$ cat config.mk
export PLATFORM = sky130hd
export DESIGN_NAME = evt_lim_counter
export DESIGN_NICKNAME = d
export VERILOG_FILES = /design/src/rtl/evt_lim_pkg.sv /design/src/rtl/evt_lim_mux.sv /design/src/rtl/evt_lim_core.sv /design/src/rtl/evt_lim_regs.sv /design/src/rtl/evt_lim_counter.sv
export SDC_FILE = /design/constraint.sdc
export NUM_CORES = 1
export LEC_CHECK = 0
export BUFFER_PORTS_ARGS = -buffer_cell sky130_fd_sc_hd__buf_2
export CORE_MARGIN = 1
export CORE_UTILIZATION = 35
export DETAILED_ROUTE_END_ITERATION = 10
export MAX_ROUTING_LAYER = met4
export PLACE_DENSITY_LB_ADDON = 0.15
export SYNTH_ARGS = -nofsm -noshare
export SYNTH_HDL_FRONTEND = slang
export SYNTH_HIERARCHICAL = 1
export SYNTH_SLANG_ARGS = --single-unit
$ cat constraint.sdc
create_clock -name clk -period 2.74 [get_ports clk]
set_clock_uncertainty 0.2 [all_clocks]
set_input_delay 0.685 -clock clk [delete_from_list [all_inputs] [get_ports clk]]
set_output_delay 0.685 -clock clk [all_outputs]
set_load 0.005 [all_outputs]
$ cat src/rtl/evt_lim_pkg.sv
package evt_lim_pkg;
  typedef enum logic [2:0] {
    A_CTRL  = 3'd0,
    A_START = 3'd1,
    A_LIMIT = 3'd2,
    A_TRIG  = 3'd3,
    A_SNAP  = 3'd4,
    A_STAT  = 3'd5
  } reg_addr_e;
endpackage

$ cat src/rtl/evt_lim_mux.sv
module evt_lim_mux #(
  parameter int EVT_W = 8,
  parameter int SEL_W = 3
) (
  input  logic [EVT_W-1:0] evt,
  input  logic [SEL_W-1:0] sel,
  output logic             hit
);
  logic [EVT_W-1:0] pick;
  for (genvar g = 0; g < EVT_W; g++) begin : g_line
    assign pick[g] = evt[g] & (sel == SEL_W'(g));
  end
  assign hit = |pick;
endmodule

$ cat src/rtl/evt_lim_core.sv
module evt_lim_core #(
  parameter int CNT_W = 16
) (
  input  logic             clk,
  input  logic             rst_n,
  input  logic             en,
  input  logic             hit,
  input  logic             load,
  input  logic [CNT_W-1:0] load_val,
  input  logic [CNT_W-1:0] limit,
  output logic [CNT_W-1:0] count,
  output logic             match
);
  localparam logic [CNT_W-1:0] ONE = CNT_W'(1);
  logic [CNT_W-1:0] nxt;
  logic             step;

  assign nxt   = count + ONE;
  assign step  = en & hit;
  assign match = step & (nxt == limit);

  always_ff @(posedge clk) begin
    if (!rst_n)            count <= '0;
    else if (load && !en)  count <= load_val;
    else if (step)         count <= nxt;
  end

  AST_HOLD_OFF: assert property (@(posedge clk) disable iff (!rst_n)
    (!en && !load) |=> $stable(count));
  AST_ONE_STEP: assert property (@(posedge clk) disable iff (!rst_n)
    (en && hit) |=> (count == $past(count) + ONE));
  AST_IDLE_HOLD: assert property (@(posedge clk) disable iff (!rst_n)
    (en && !hit) |=> $stable(count));
  AST_LOAD: assert property (@(posedge clk) disable iff (!rst_n)
    (load && !en) |=> (count == $past(load_val)));
endmodule

$ cat src/rtl/evt_lim_regs.sv
module evt_lim_regs
  import evt_lim_pkg::*;
#(
  parameter int CNT_W = 16,
  parameter int SEL_W = 3
) (
  input  logic             clk,
  input  logic             rst_n,
  input  logic             wr_en,
  input  logic [2:0]       wr_addr,
  input  logic [CNT_W-1:0] wr_data,
  input  logic             match,
  input  logic [CNT_W-1:0] count,
  output logic             en,
  output logic             ie,
  output logic [SEL_W-1:0] sel,
  output logic [CNT_W-1:0] limit,
  output logic [CNT_W-1:0] snap,
  output logic             flag
);
  logic clr;
  assign clr = wr_en && (wr_addr == A_STAT) && wr_data[0];

  always_ff @(posedge clk) begin
    if (!rst_n) begin
      en <= 1'b0; ie <= 1'b0; sel <= '0;
      limit <= '0; snap <= '0; flag <= 1'b0;
    end else begin
      if (wr_en && wr_addr == A_CTRL) begin
        en  <= wr_data[0];
        ie  <= wr_data[1];
        sel <= wr_data[2 +: SEL_W];
      end
      if (wr_en && wr_addr == A_LIMIT) limit <= wr_data;
      if (wr_en && wr_addr == A_TRIG)  snap  <= count;
      if (match)      flag <= 1'b1;
      else if (clr)   flag <= 1'b0;
    end
  end

  AST_FLAG_SET: assert property (@(posedge clk) disable iff (!rst_n)
    match |=> flag);
  AST_FLAG_STICKY: assert property (@(posedge clk) disable iff (!rst_n)
    (flag && !clr) |=> flag);
  AST_FLAG_CAUSE: assert property (@(posedge clk) disable iff (!rst_n)
    (!flag && !match) |=> !flag);
  AST_SNAP_COPY: assert property (@(posedge clk) disable iff (!rst_n)
    (wr_en && wr_addr == A_TRIG) |=> (snap == $past(count)));
endmodule

$ cat src/rtl/evt_lim_counter.sv
module evt_lim_counter
  import evt_lim_pkg::*;
#(
  parameter int CNT_W = 16,
  parameter int EVT_W = 8
) (
  input  logic             clk,
  input  logic             rst_n,
  input  logic             wr_en,
  input  logic [2:0]       wr_addr,
  input  logic [CNT_W-1:0] wr_data,
  input  logic [2:0]       rd_addr,
  output logic [CNT_W-1:0] rd_data,
  input  logic [EVT_W-1:0] evt_in,
  output logic             irq
);
  localparam int SEL_W = (EVT_W > 1) ? $clog2(EVT_W) : 1;

  logic             en, ie, flag, hit, match, load;
  logic [SEL_W-1:0] sel;
  logic [CNT_W-1:0] limit, snap, count, ctrl_rd;

  assign load = wr_en && (wr_addr == A_START);

  evt_lim_mux #(.EVT_W(EVT_W), .SEL_W(SEL_W)) u_mux (
    .evt(evt_in), .sel(sel), .hit(hit));

  evt_lim_core #(.CNT_W(CNT_W)) u_core (
    .clk(clk), .rst_n(rst_n), .en(en), .hit(hit), .load(load),
    .load_val(wr_data), .limit(limit), .count(count), .match(match));

  evt_lim_regs #(.CNT_W(CNT_W), .SEL_W(SEL_W)) u_regs (
    .clk(clk), .rst_n(rst_n), .wr_en(wr_en), .wr_addr(wr_addr),
    .wr_data(wr_data), .match(match), .count(count), .en(en), .ie(ie),
    .sel(sel), .limit(limit), .snap(snap), .flag(flag));

  always_comb begin
    ctrl_rd = '0;
    ctrl_rd[0] = en;
    ctrl_rd[1] = ie;
    ctrl_rd[2 +: SEL_W] = sel;
  end

  always_comb begin
    case (rd_addr)
      A_CTRL:  rd_data = ctrl_rd;
      A_LIMIT: rd_data = limit;
      A_SNAP:  rd_data = snap;
      A_STAT:  rd_data = CNT_W'(flag);
      default: rd_data = '0;
    endcase
  end

  assign irq = flag & ie;

  AST_IRQ_MASK: assert property (@(posedge clk) disable iff (!rst_n)
    !ie |-> !irq);
  AST_IRQ_FLAG: assert property (@(posedge clk) disable iff (!rst_n)
    irq |-> (rd_addr != A_STAT || rd_data[0]));
endmodule

==> results of run 1 <==
## final cells by class
cell class	count	area, sq um
Timing Repair Buffer	69	433
Sequential cell	54	1080
Tap cell	111	139
Clock inverter	2	60.1
Clock buffer	6	82.6
Multi-Input combinational cell	306	2090
Fill cell	944	5310
Inverter	2	7.51
## metal layers
metal	part of all wire (%)	up-vias	wire (um)
li1	-	1480	-
met1	45	1407	4080
met2	48	88	4320
met3	4.7	13	423
met4	1.6	0	146
met5	0	-	0
## timing repair
action	CTS	global route
hold buffers	0	0
endpoints found under the hold margin	0	0
gates resized for setup	0	6
setup endpoints to repair	0	2
## path summary, 6_finish.rpt
check                   from              end  slack [ps]  cells past startpoint
max            u_regs/sel[1]      u_regs/flag         140                      9
min reg2reg  u_regs/snap[11]  u_regs/snap[11]         270                      2
min          u_regs/snap[11]  u_regs/snap[11]         270                      2
max reg2reg    u_regs/sel[1]      u_regs/flag         140                      9
## power by group through the flow
stage	logic [mW]	clock network [mW]	registers, mW
after floorplan	0.115	0	0.828
after global placement	0.178	0	0.833
after detailed placement	0.178	0	0.834
after CTS	0.179	0.681	0.815
after global routing	0.196	0.720	0.818
final	0.178	0.667	0.815
## worst max-delay path, delay by kind of cell, from the launching register on
family             cells  cell delay [ps]
and+or+nand+nor        4              690
muxes                  2              870
DFF                    1              410
AOI/OAI and AO/OA      3              320
## cell usage in the layout (no fill, tap or decap), types with 7 or more instances in the layout
cell,count
nand2_1,81
dfxtp_1,53
buf_2,49
mux2i_1,41
nor2_1,25
buf_4,17
nor2b_1,16
xnor2_1,14
o21ai_0,13
a22oi_2,9
a211oi_1,9
nand3_1,7
xor2_1,7
## through the flow
stage	cells	power, mW	setup slack, ps	setup TNS (ps)	hold slack, ps
2_1_floorplan	390	0.943	10.4	0	232
3_3_place_gp	542	1.01	-59.0	-147	246
3_5_place_dp	542	1.01	-156	-318	247
4_1_cts	550	1.68	59.1	0	267
5_1_grt	550	1.73	0.876	0	289
6_report	550	1.66	135	0	268
## logic make-up (layout without fill, tap and decap cells)
family,Yosys count,after routing,share of synthesized area (%)
muxes,45,45,14.7
xor gates and xnor gates,21,21,5.56
and+or+nand+nor,171,171,25.2
AOI/OAI and AO/OA,67,67,16.3
adders and majority gates,2,2,0.681
buffers and inverters,30,79,4.80
DFF,54,54,32.7
## flip-flops by register name (all words and copies together) (netlist names)
name,cells
u_regs/sel,3
u_regs/snap,16
u_regs/ie,1
u_regs/flag,1
u_core/count,16
u_regs/en,1
u_regs/limit,16
==> metrics.md, run 1 <==
| Metric | Value |
|---|---|
| RSZ-0062 raised after global routing | no |
| Initial Util | 36.0% |
| Largest cells by area after synthesis | dfxtp_1, mux2i_1, nand2_1 |
| PwrDens | 427 mW/mm^2 |
| DRT iter0 DRCs | 166 |
| Height of the chip | 99.2 um |
| Ys async rst share | 0% |
| Count leader, synth | nand2_1 |
| Port Buffer Count | 49 |
| Post-synth cell types | 52 |
| Final setup vio count | 0 |
| Maximum clock frequency | 0.384 GHz |
| Synth top area share | 32.7% |
| Static leakage power | 1.49 nW |
| Grt ovf | 0 |
| CP max stage delay | 570 ps |
| Internal power | 1.27 mW |
| Core area | 0.00920 sq mm |
| Detailed placement HPWL | 6.75 mm |
| Die Width | 99.2 um |
| Clock share of power | 40.2% |
| Outcome | completed |
| Synthesis-stage register bit count | 54 |
| Synthesized cell area | 0.00331 sq mm |
| Finished Cell Area | 0.00389 sq mm |
| CP max-delay cell | mux4_1 |
| # diodes | 0 |
| Ratio of cells with drive above 1 in the final layout | 23.5% |
| Max H-tree Level | 2 |
| Met3 Track Usage GR | 3.51% |
| Slew Viols, Final | 0 |
| Max clock buf depth | 2 |
| Crit-path cells | mux4_1 -> mux2_2 -> and2_1 -> nand3_1 -> a2111oi_2 -> o2111ai_1 -> nor4_2 -> nor4bb_1 -> a31oi_1 |
| Final nets | 472 |
| Seq pwr share | 49.1% |
| Fin crit share | 95.1% |
| DRC Markers | 0 |
| CTS sink count | 54 |
| Synth warnings | 6 |
| Setup crit end kind | flop |
| Most instantiated cells after synthesis | nand2_1, dfxtp_1, mux2i_1 |
| Pin slew with the least headroom to its limit | 680 ps |
| Avg Inst Size Synth | 8.48 sq um |
| Grt met1 use | 23.5% |
| Drt wl/cell | 16.3 um |
| VDD IR-drop max | 174 uV |
| Pin count of the biggest net entering global routing | 48 |
| Rel. slew slack | 54.3% |
| Router iterations before antenna repair | 6 |
| Crit-path max FO | 4 |
| GRT Max-Usage Layer | met2 |
| Main flop type after synthesis | dfxtp_1 |
| First-pass GRT wire length | 14.5 mm |
| Synthesized Nets | 424 |
| Crit path DAT | 2600 ps |
| Worst min path class | reg2reg |
| Final GP Congestion | 0.894 |
| CTS tree | built |
| DIE AREA | 0.00984 sq mm |
| Post-CTS setup buffer count | 0 |
| Wirelength, routed | 8.97 mm |
| Worst Setup Start Kind | flop |
| Number of global-route vias before repair | 2,836 |
| Vias | 2,988 |
| Post-synth top area cell | dfxtp_1 |
| Initial antenna violation count | 0 |
| Seq/Total Area, Yosys | 32.7% |
| Sw Share | 23.6% |
| Area Overhead vs Synth | 17.7% |
| Worst-path clk slew | 100 ps |
| Antenna violation net count after detailed routing | 0 |
| Setup CP Type | reg2reg |
| Met2 Use GR | 32.2% |
| Global Route Usage Sum | 19.1% |
| Via density | 5.43 |
| Logic gate share of total power | 10.7% |
| EDFF count, synth | 0 |
| CTS root buf | clkbuf_8 |
| IO Count | 50 |
| Dpl cell area | 0.00373 sq mm |
| Psw | 0.393 mW |
| Required time worst endpoint | 2740 ps |
| Post-layout util | 42.3% |
| # rows | 35 |
| Final Hold Fails | 0 |
| Max-cap violation count | 0 |
| Cts bufs inserted | 5 |
| Tmin final | 2600 ps |
| Syn Inst Count | 390 |
| Worst skew pair latency | 310 ps |
No activity file was read; power rests on OpenSTA's default activity.
==> run 2, diff against run 1 <==
Settings changed: SYNTH_HIERARCHICAL 1 to default.
==> run 2 against run 1 <==
  * The flow now finishes with violations (DRC)
  * Sequential power barely moved
  * Synthesized cell count rose by 5.6%
  * Global-route usage rose by 0.53 points
  * Count of clock-buffer cells in the layout fell by 1
  * Non-clock buffer count did not move
  * First-iteration DRC count fell by 24%
  * Combinational power fell by 11%
  * Sequential cell count did not move
  * Setup slack improved by 110 ps
  * Wire length fell by 2.1%
  * Total power fell by 8.6%
  * Cell count rose by 2.7%
  * Largest cell class unchanged
  * Highest routed layer unchanged
==> metrics.md, run 2 <==
| Metric | Value |
|---|---|
| Outcome | finished, violations left |
| Failing checks | DRC |
| Max clock buf depth | 2 |
| Synthesized cell area | 0.00313 sq mm |
| Final worst setup slack | 247 ps |
| Initial antenna violation count | 0 |
| Detailed placement HPWL | 6.32 mm |
| CTS sink count | 54 |
| Synth warnings | 0 |
| Cts bufs inserted | 5 |
| Ys async rst share | 0% |
| CTS root buf | clkbuf_8 |
| Initial Util | 36.1% |
| VDD IR-drop max | 166 uV |
| Ratio of cells with drive above 1 in the final layout | 18.2% |
| Final nets | 490 |
| Max-cap violation count | 0 |
| Final Hold Fails | 0 |
| Final GP Congestion | 0.828 |
| Biggest regs | u_core.count (16), u_regs.limit (16), u_regs.snap (16) |
| Synthesis-stage register bit count | 54 |
| Avg Inst Size Synth | 7.60 sq um |
| Final setup vio count | 0 |
| Slew Viols, Final | 0 |
| Count leader, synth | nand2_1 |
| Router iterations before antenna repair | 8 |
| PwrDens | 416 mW/mm^2 |
| Maximum clock frequency | 0.401 GHz |
| Rel. slew slack | 58.2% |
| Crit-path max FO | 8 |
| Area Overhead vs Synth | 16.6% |
| Global Route Usage Sum | 19.6% |
| Port Buffer Count | 49 |
| Post-synth cell types | 45 |
| IO Count | 50 |
| Via density | 5.28 |
| Post-CTS setup buffer count | 0 |
| # rows | 34 |
| Post-synth top area cell | dfxtp_1 |
| Pin slew with the least headroom to its limit | 625 ps |
| Synthesized Nets | 446 |
| Post-CTS Hold Fix Bufs | 0 |
| Pin count of the biggest net entering global routing | 55 |
| Die Width | 96.6 um |
| Fin crit share | 91.0% |
| First-pass GRT wire length | 14.7 mm |
| DRT iter0 DRCs | 126 |
| Core area | 0.00868 sq mm |
| Setup CP Type | reg2reg |
| Main flop type after synthesis | dfxtp_1 |
| Required time worst endpoint | 2760 ps |
| EDFF count, synth | 0 |
| Wirelength, routed | 8.78 mm |
| TNS Setup | 0 ps |
| Height of the chip | 96.6 um |
| Worst skew pair latency | 310 ps |
| Syn Inst Count | 412 |
| DRC Markers | 1 |
| Worst Setup Start Kind | flop |
| DIE AREA | 0.00933 sq mm |
| RSZ-0062 raised after global routing | no |
| Most common cell after layout, fill and taps aside | nand2_1 |
| Tmin final | 2490 ps |
| Drt wl/cell | 15.5 um |
| # diodes | 0 |
| Synth top area share | 34.5% |
| Grt ovf | 0 |
| Most frequent cells in the layout | nand2_1, dfxtp_1, buf_2, nor2_1 |
| Antenna violation net count after detailed routing | 0 |
| Seq/Total Area, Yosys | 34.5% |
| Total Power | 1.52 mW |
| CTS tree | built |
| Crit path DAT | 2510 ps |
| Resized cells post-CTS | 0 |
| Number of global-route vias before repair | 2,759 |
| Setup crit end kind | flop |
| Max H-tree Level | 2 |
| Most instantiated cells after synthesis | nand2_1, dfxtp_1, nor2_1 |
| Worst min path class | reg2reg |
| Vias | 2,982 |
| Post-Place Setup Slack | 285 ps |
| Static leakage power | 1.30 nW |
| Worst-path clk slew | 90 ps |
| Largest cells by area after synthesis | dfxtp_1, nand2_1, a21boi_0 |
-- run 2: cell types whose count changed after synthesis, sizes merged, moves of 5 or more --
cell	change
a211oi	-9
a21boi	+41
a21oi	+21
a221oi	-5
a222oi	-6
and3	-5
buf	-5
clkbuf	+9
inv	+5
mux2i	-30
nand2	-7
nor2	+10
-- run 2: final timing paths --
kind                        start  cells past startpoint              to  slack, ps
setup / recovery  u_core.count[1]                      7     u_regs.flag        250
hold / removal     u_regs.snap[0]                      2  u_regs.snap[0]        270
setup reg to reg  u_core.count[1]                      7     u_regs.flag        250
hold reg to reg    u_regs.snap[0]                      2  u_regs.snap[0]        270
-- run 2: where the power goes --
part           total [mW]  internal [mW]  switching (mW)
clock               0.546          0.270           0.276
combinational       0.159         0.0720          0.0874
sequential          0.813          0.797          0.0153
total                1.52           1.14           0.379
-- run 2: area by class of cell --
type                            count  area [sq um]
Inverter                            7          26.3
Clock inverter                      3          40.0
Timing Repair Buffer               69           408
Multi-Input combinational cell    319          1890
Tap cell                          108           135
Sequential cell                    54          1080
Fill cell                         890          5030
Clock buffer                        5          68.8
-- run 2: cell families (layout without fill, tap and decap cells) --
group	Yosys count	in the layout	share of synthesized area (%)
simple gates	168	168	24.6
compound gates	114	114	24.3
flops	54	54	34.5
buf+inv	39	84	5.07
xor+xnor	22	22	6.15
mux	14	14	4.95
fa+ha+maj	1	1	0.399
-- run 2: worst max-delay path, stage by stage, from the launching register on --
cell and delay [ps]:
dfxtp_1 420, ha_1 360, nand4_1 200, nor3_1 390, and4_1 310, xnor2_1 160, nand4_1 130, o31ai_1 240
-- run 2: per-stage QoR --
stage	util, %	std cells	cell area, sq um	hold slack, ps
6_report	42.1	565	3650	266
5_1_grt	42.1	565	3650	287
4_1_cts	42.1	565	3650	270
3_5_place_dp	40.8	557	3540	255
3_3_place_gp	40.8	557	3540	253
2_1_floorplan	-	412	3130	241
-- run 2: metal layers --
metal	vias up	global-route usage, %	wire length, um	share of wire [%]
li1	1515	-	-	-
met1	1403	29.2	4650	53
met2	60	28.7	3840	44
met3	4	2.31	240	2.7
met4	0	3.44	52	0.59
met5	-	-	0	0
==> run 3, diff against run 2 <==
Settings changed: ABC_AREA from default to 1.
==> run 3 against run 2 <==
  * The flow now finishes without violations
  * Total power shrank 4.0%
  * Wire length shrank 0.81%
  * Sequential power grew 2%
  * Critical endpoint is now rd_data[13]
  * Sequential cell count is the same
  * Sequential share of layout area grew 1.2 points
  * Register-to-register slack gained 170 ps
  * Non-clock buffer count shrank 10
  * Clock power shrank 18%
==> metrics.md, run 3 <==
| Metric | Value |
|---|---|
| DRT iter0 DRCs | 221 |
| Rel. slew slack | 59.6% |
| VDD IR-drop max | 226 uV |
| Wirelength, routed | 8.71 mm |
| Cts bufs inserted | 5 |
| Ys async rst share | 0% |
| Post-layout util | 42.3% |
| Worst R2R Start | u_core.count[0] |
| Buf/Inv on CP | 4 |
| Layout filler cell count | 894 |
| Post-synth top area cell | dfxtp_1 |
| RSZ-0062 raised after global routing | no |
| Maximum clock frequency | 0.391 GHz |
| Setup crit end kind | primary output |
| Port Buffer Count | 49 |
| Resized cells post-CTS | 0 |
| Synth warnings | 0 |
| Total Power | 1.46 mW |
| Detailed placement HPWL | 6.58 mm |
| CP max stage delay | 250 ps |
| Final GP Congestion | 0.846 |
| DIE AREA | 0.00901 sq mm |
| Tmin final | 2560 ps |
| Most common cell after layout, fill and taps aside | nand2_1 |
| Crit-path cells | buf_2 -> nor3_2 -> inv_1 -> buf_4 -> o21ai_0 -> buf_2 |
| Pin count of the biggest net entering global routing | 26 |
| First-pass GRT wire length | 14.4 mm |
| Final Hold Fails | 0 |
| Syn Inst Count | 471 |
| Worst skew pair latency | 310 ps |
| Synthesis-stage register bit count | 54 |
| EDFF count, synth | 0 |
| Post-synth cell types | 31 |
| Via density | 5.07 |
| Synth top area share | 35.8% |
| Post-Place Setup Slack | 80.8 ps |
| # rows | 33 |
| Grt ovf | 0 |
| Worst Reg2Reg Path Length in Cells | 11 |
| CTS root buf | clkbuf_8 |
| CP max-delay cell | nor3_2 |
| RR Endpoint | u_regs.flag |
| Worst min path class | reg2reg |
| Final nets | 556 |
| Static leakage power | 1.43 nW |
| Required time worst endpoint | 1860 ps |
| IO Count | 50 |
| Crit-path max FO | 9 |
| PwrDens | 415 mW/mm^2 |
| Fin crit share | 93.3% |
| Worst Hold Depth | 2 |
| Drt wl/cell | 13.9 um |
| Outcome | completed |
| Core area | 0.00830 sq mm |
| DRC Markers | 0 |
| Post-CTS Hold Fix Bufs | 0 |
| Avg Inst Size Synth | 6.42 sq um |
| CP top delay family | buffers and inverters |
| Seq/Total Area, Yosys | 35.8% |
| Vias | 3,177 |
| CTS sink count | 54 |
| Post-CTS setup buffer count | 0 |
| Hold Path End | u_regs.ie |
| Worst path most repeated cell | buf_2 |
| Initial antenna violation count | 0 |
| Crit path DAT | 1670 ps |
| Main flop type after synthesis | dfxtp_1 |
| Antenna violation net count after detailed routing | 0 |
| Most frequent cells in the layout | nand2_1, dfxtp_1, inv_1, o21ai_0 |
| Dpl cell area | 0.00342 sq mm |
| CTS tree | built |
| Final setup vio count | 0 |
| Synthesized Nets | 505 |
| Biggest regs | u_core.count (16), u_regs.limit (16), u_regs.snap (16) |
| Count leader, synth | nand2_1 |
| # diodes | 0 |
| Worst Setup Start Kind | primary input |
| Max clock buf depth | 2 |
| Max-cap violation count | 0 |
| Final worst setup slack | 183 ps |
| Height of the chip | 94.9 um |
| Reg2Reg Setup Slack | 420 ps |
| Largest cells by area after synthesis | dfxtp_1, nand2_1, o21ai_0 |
| CP Depth | 6 |
| Critical hold path startpoint | u_regs.ie |
| Synthesized cell area | 0.00302 sq mm |
| Ratio of cells with drive above 1 in the final layout | 16.5% |
| Area Overhead vs Synth | 16.1% |
| Finished Cell Area | 0.00351 sq mm |
| Worst-path clk slew | 90 ps |
| Setup CP Type | in2out |
| Slew Viols, Final | 0 |
| Number of global-route vias before repair | 2,922 |
| TNS Setup | 0 ps |
| Pin slew with the least headroom to its limit | 605 ps |
| Die Width | 94.9 um |
| Max H-tree Level | 2 |
| Initial Util | 36.4% |
| Global Route Usage Sum | 21.2% |
| Most instantiated cells after synthesis | nand2_1, dfxtp_1, inv_1 |
| Router iterations before antenna repair | 4 |
==> run 3: changes by cell type in the layout (fill, tap and decap cells not counted), moves of 24 or more <==
| cell | previous run | this run |
|---|---|---|
| a21boi_0 | 24 | 0 |
| a21oi_1 | 24 | 49 |
| nand2_1 | 74 | 119 |
| inv_1 | 7 | 52 |
| nand3_1 | 7 | 41 |
| o21ai_0 | 16 | 51 |
==> run 3: area by class of cell <==
| cell class | count | area [sq um] | area share [%] |
|---|---|---|---|
| Multi-Input combinational cell | 346 | 1670 | 47.7 |
| Sequential cell | 54 | 1080 | 30.8 |
| Timing Repair Buffer | 59 | 333 | 9.49 |
| Clock inverter | 1 | 7.51 | 0.214 |
| Inverter | 56 | 210 | 5.99 |
| Clock buffer | 6 | 72.6 | 2.07 |
| Tap cell | 105 | 131 | 3.75 |
==> run 3: report_power, final <==
part	internal (mW)	total [mW]	switching (mW)	leakage, nW
clock network	0.177	0.450	0.274	0.0373
logic	0.0673	0.177	0.109	0.954
registers	0.810	0.830	0.0205	0.438
==> run 3: logic make-up after synthesis <==
kind of cell / share of synthesized area (%)
adders and majority gates: 0.414
and+or+nand+nor: 33.5
buffers and inverters: 9.07
DFF: 35.8
AOI/OAI and AO/OA: 20.9
xor gates and xnor gates: 0.290
==> run 3: worst max path at each step <==
stage	endpoint	startpoint
6_report	rd_data[13]	rd_addr[2]
5_1_grt	rd_data[11]	rd_addr[2]
4_1_cts	rd_data[13]	rd_addr[2]
3_5_place_dp	rd_data[4]	rd_addr[2]
3_3_place_gp	rd_data[4]	rd_addr[2]
2_1_floorplan	rd_data[10]	rd_addr[2]
==> run 3: per-layer routing <==
metal  GRT usage [%]  wire, um
met5               -         0
met4            3.41        46
met3            2.74       396
met2            33.5      3940
met1            29.1      4330
==> run 3: through the flow <==
stage | hold WS, ps | std cells
finish | 274 | 627
global route | 305 | 627
CTS | 275 | 627
detailed placement | 261 | 620
global placement | 261 | 620
floorplan | 245 | 471
==> run 3: worst register-to-register path: cells and delay by family, from the launching register on <==
kind,cells,cell delay [ps]
and+or+nand+nor,9,1230
DFF,1,450
AOI/OAI and AO/OA,1,120
adders and majority gates,1,250
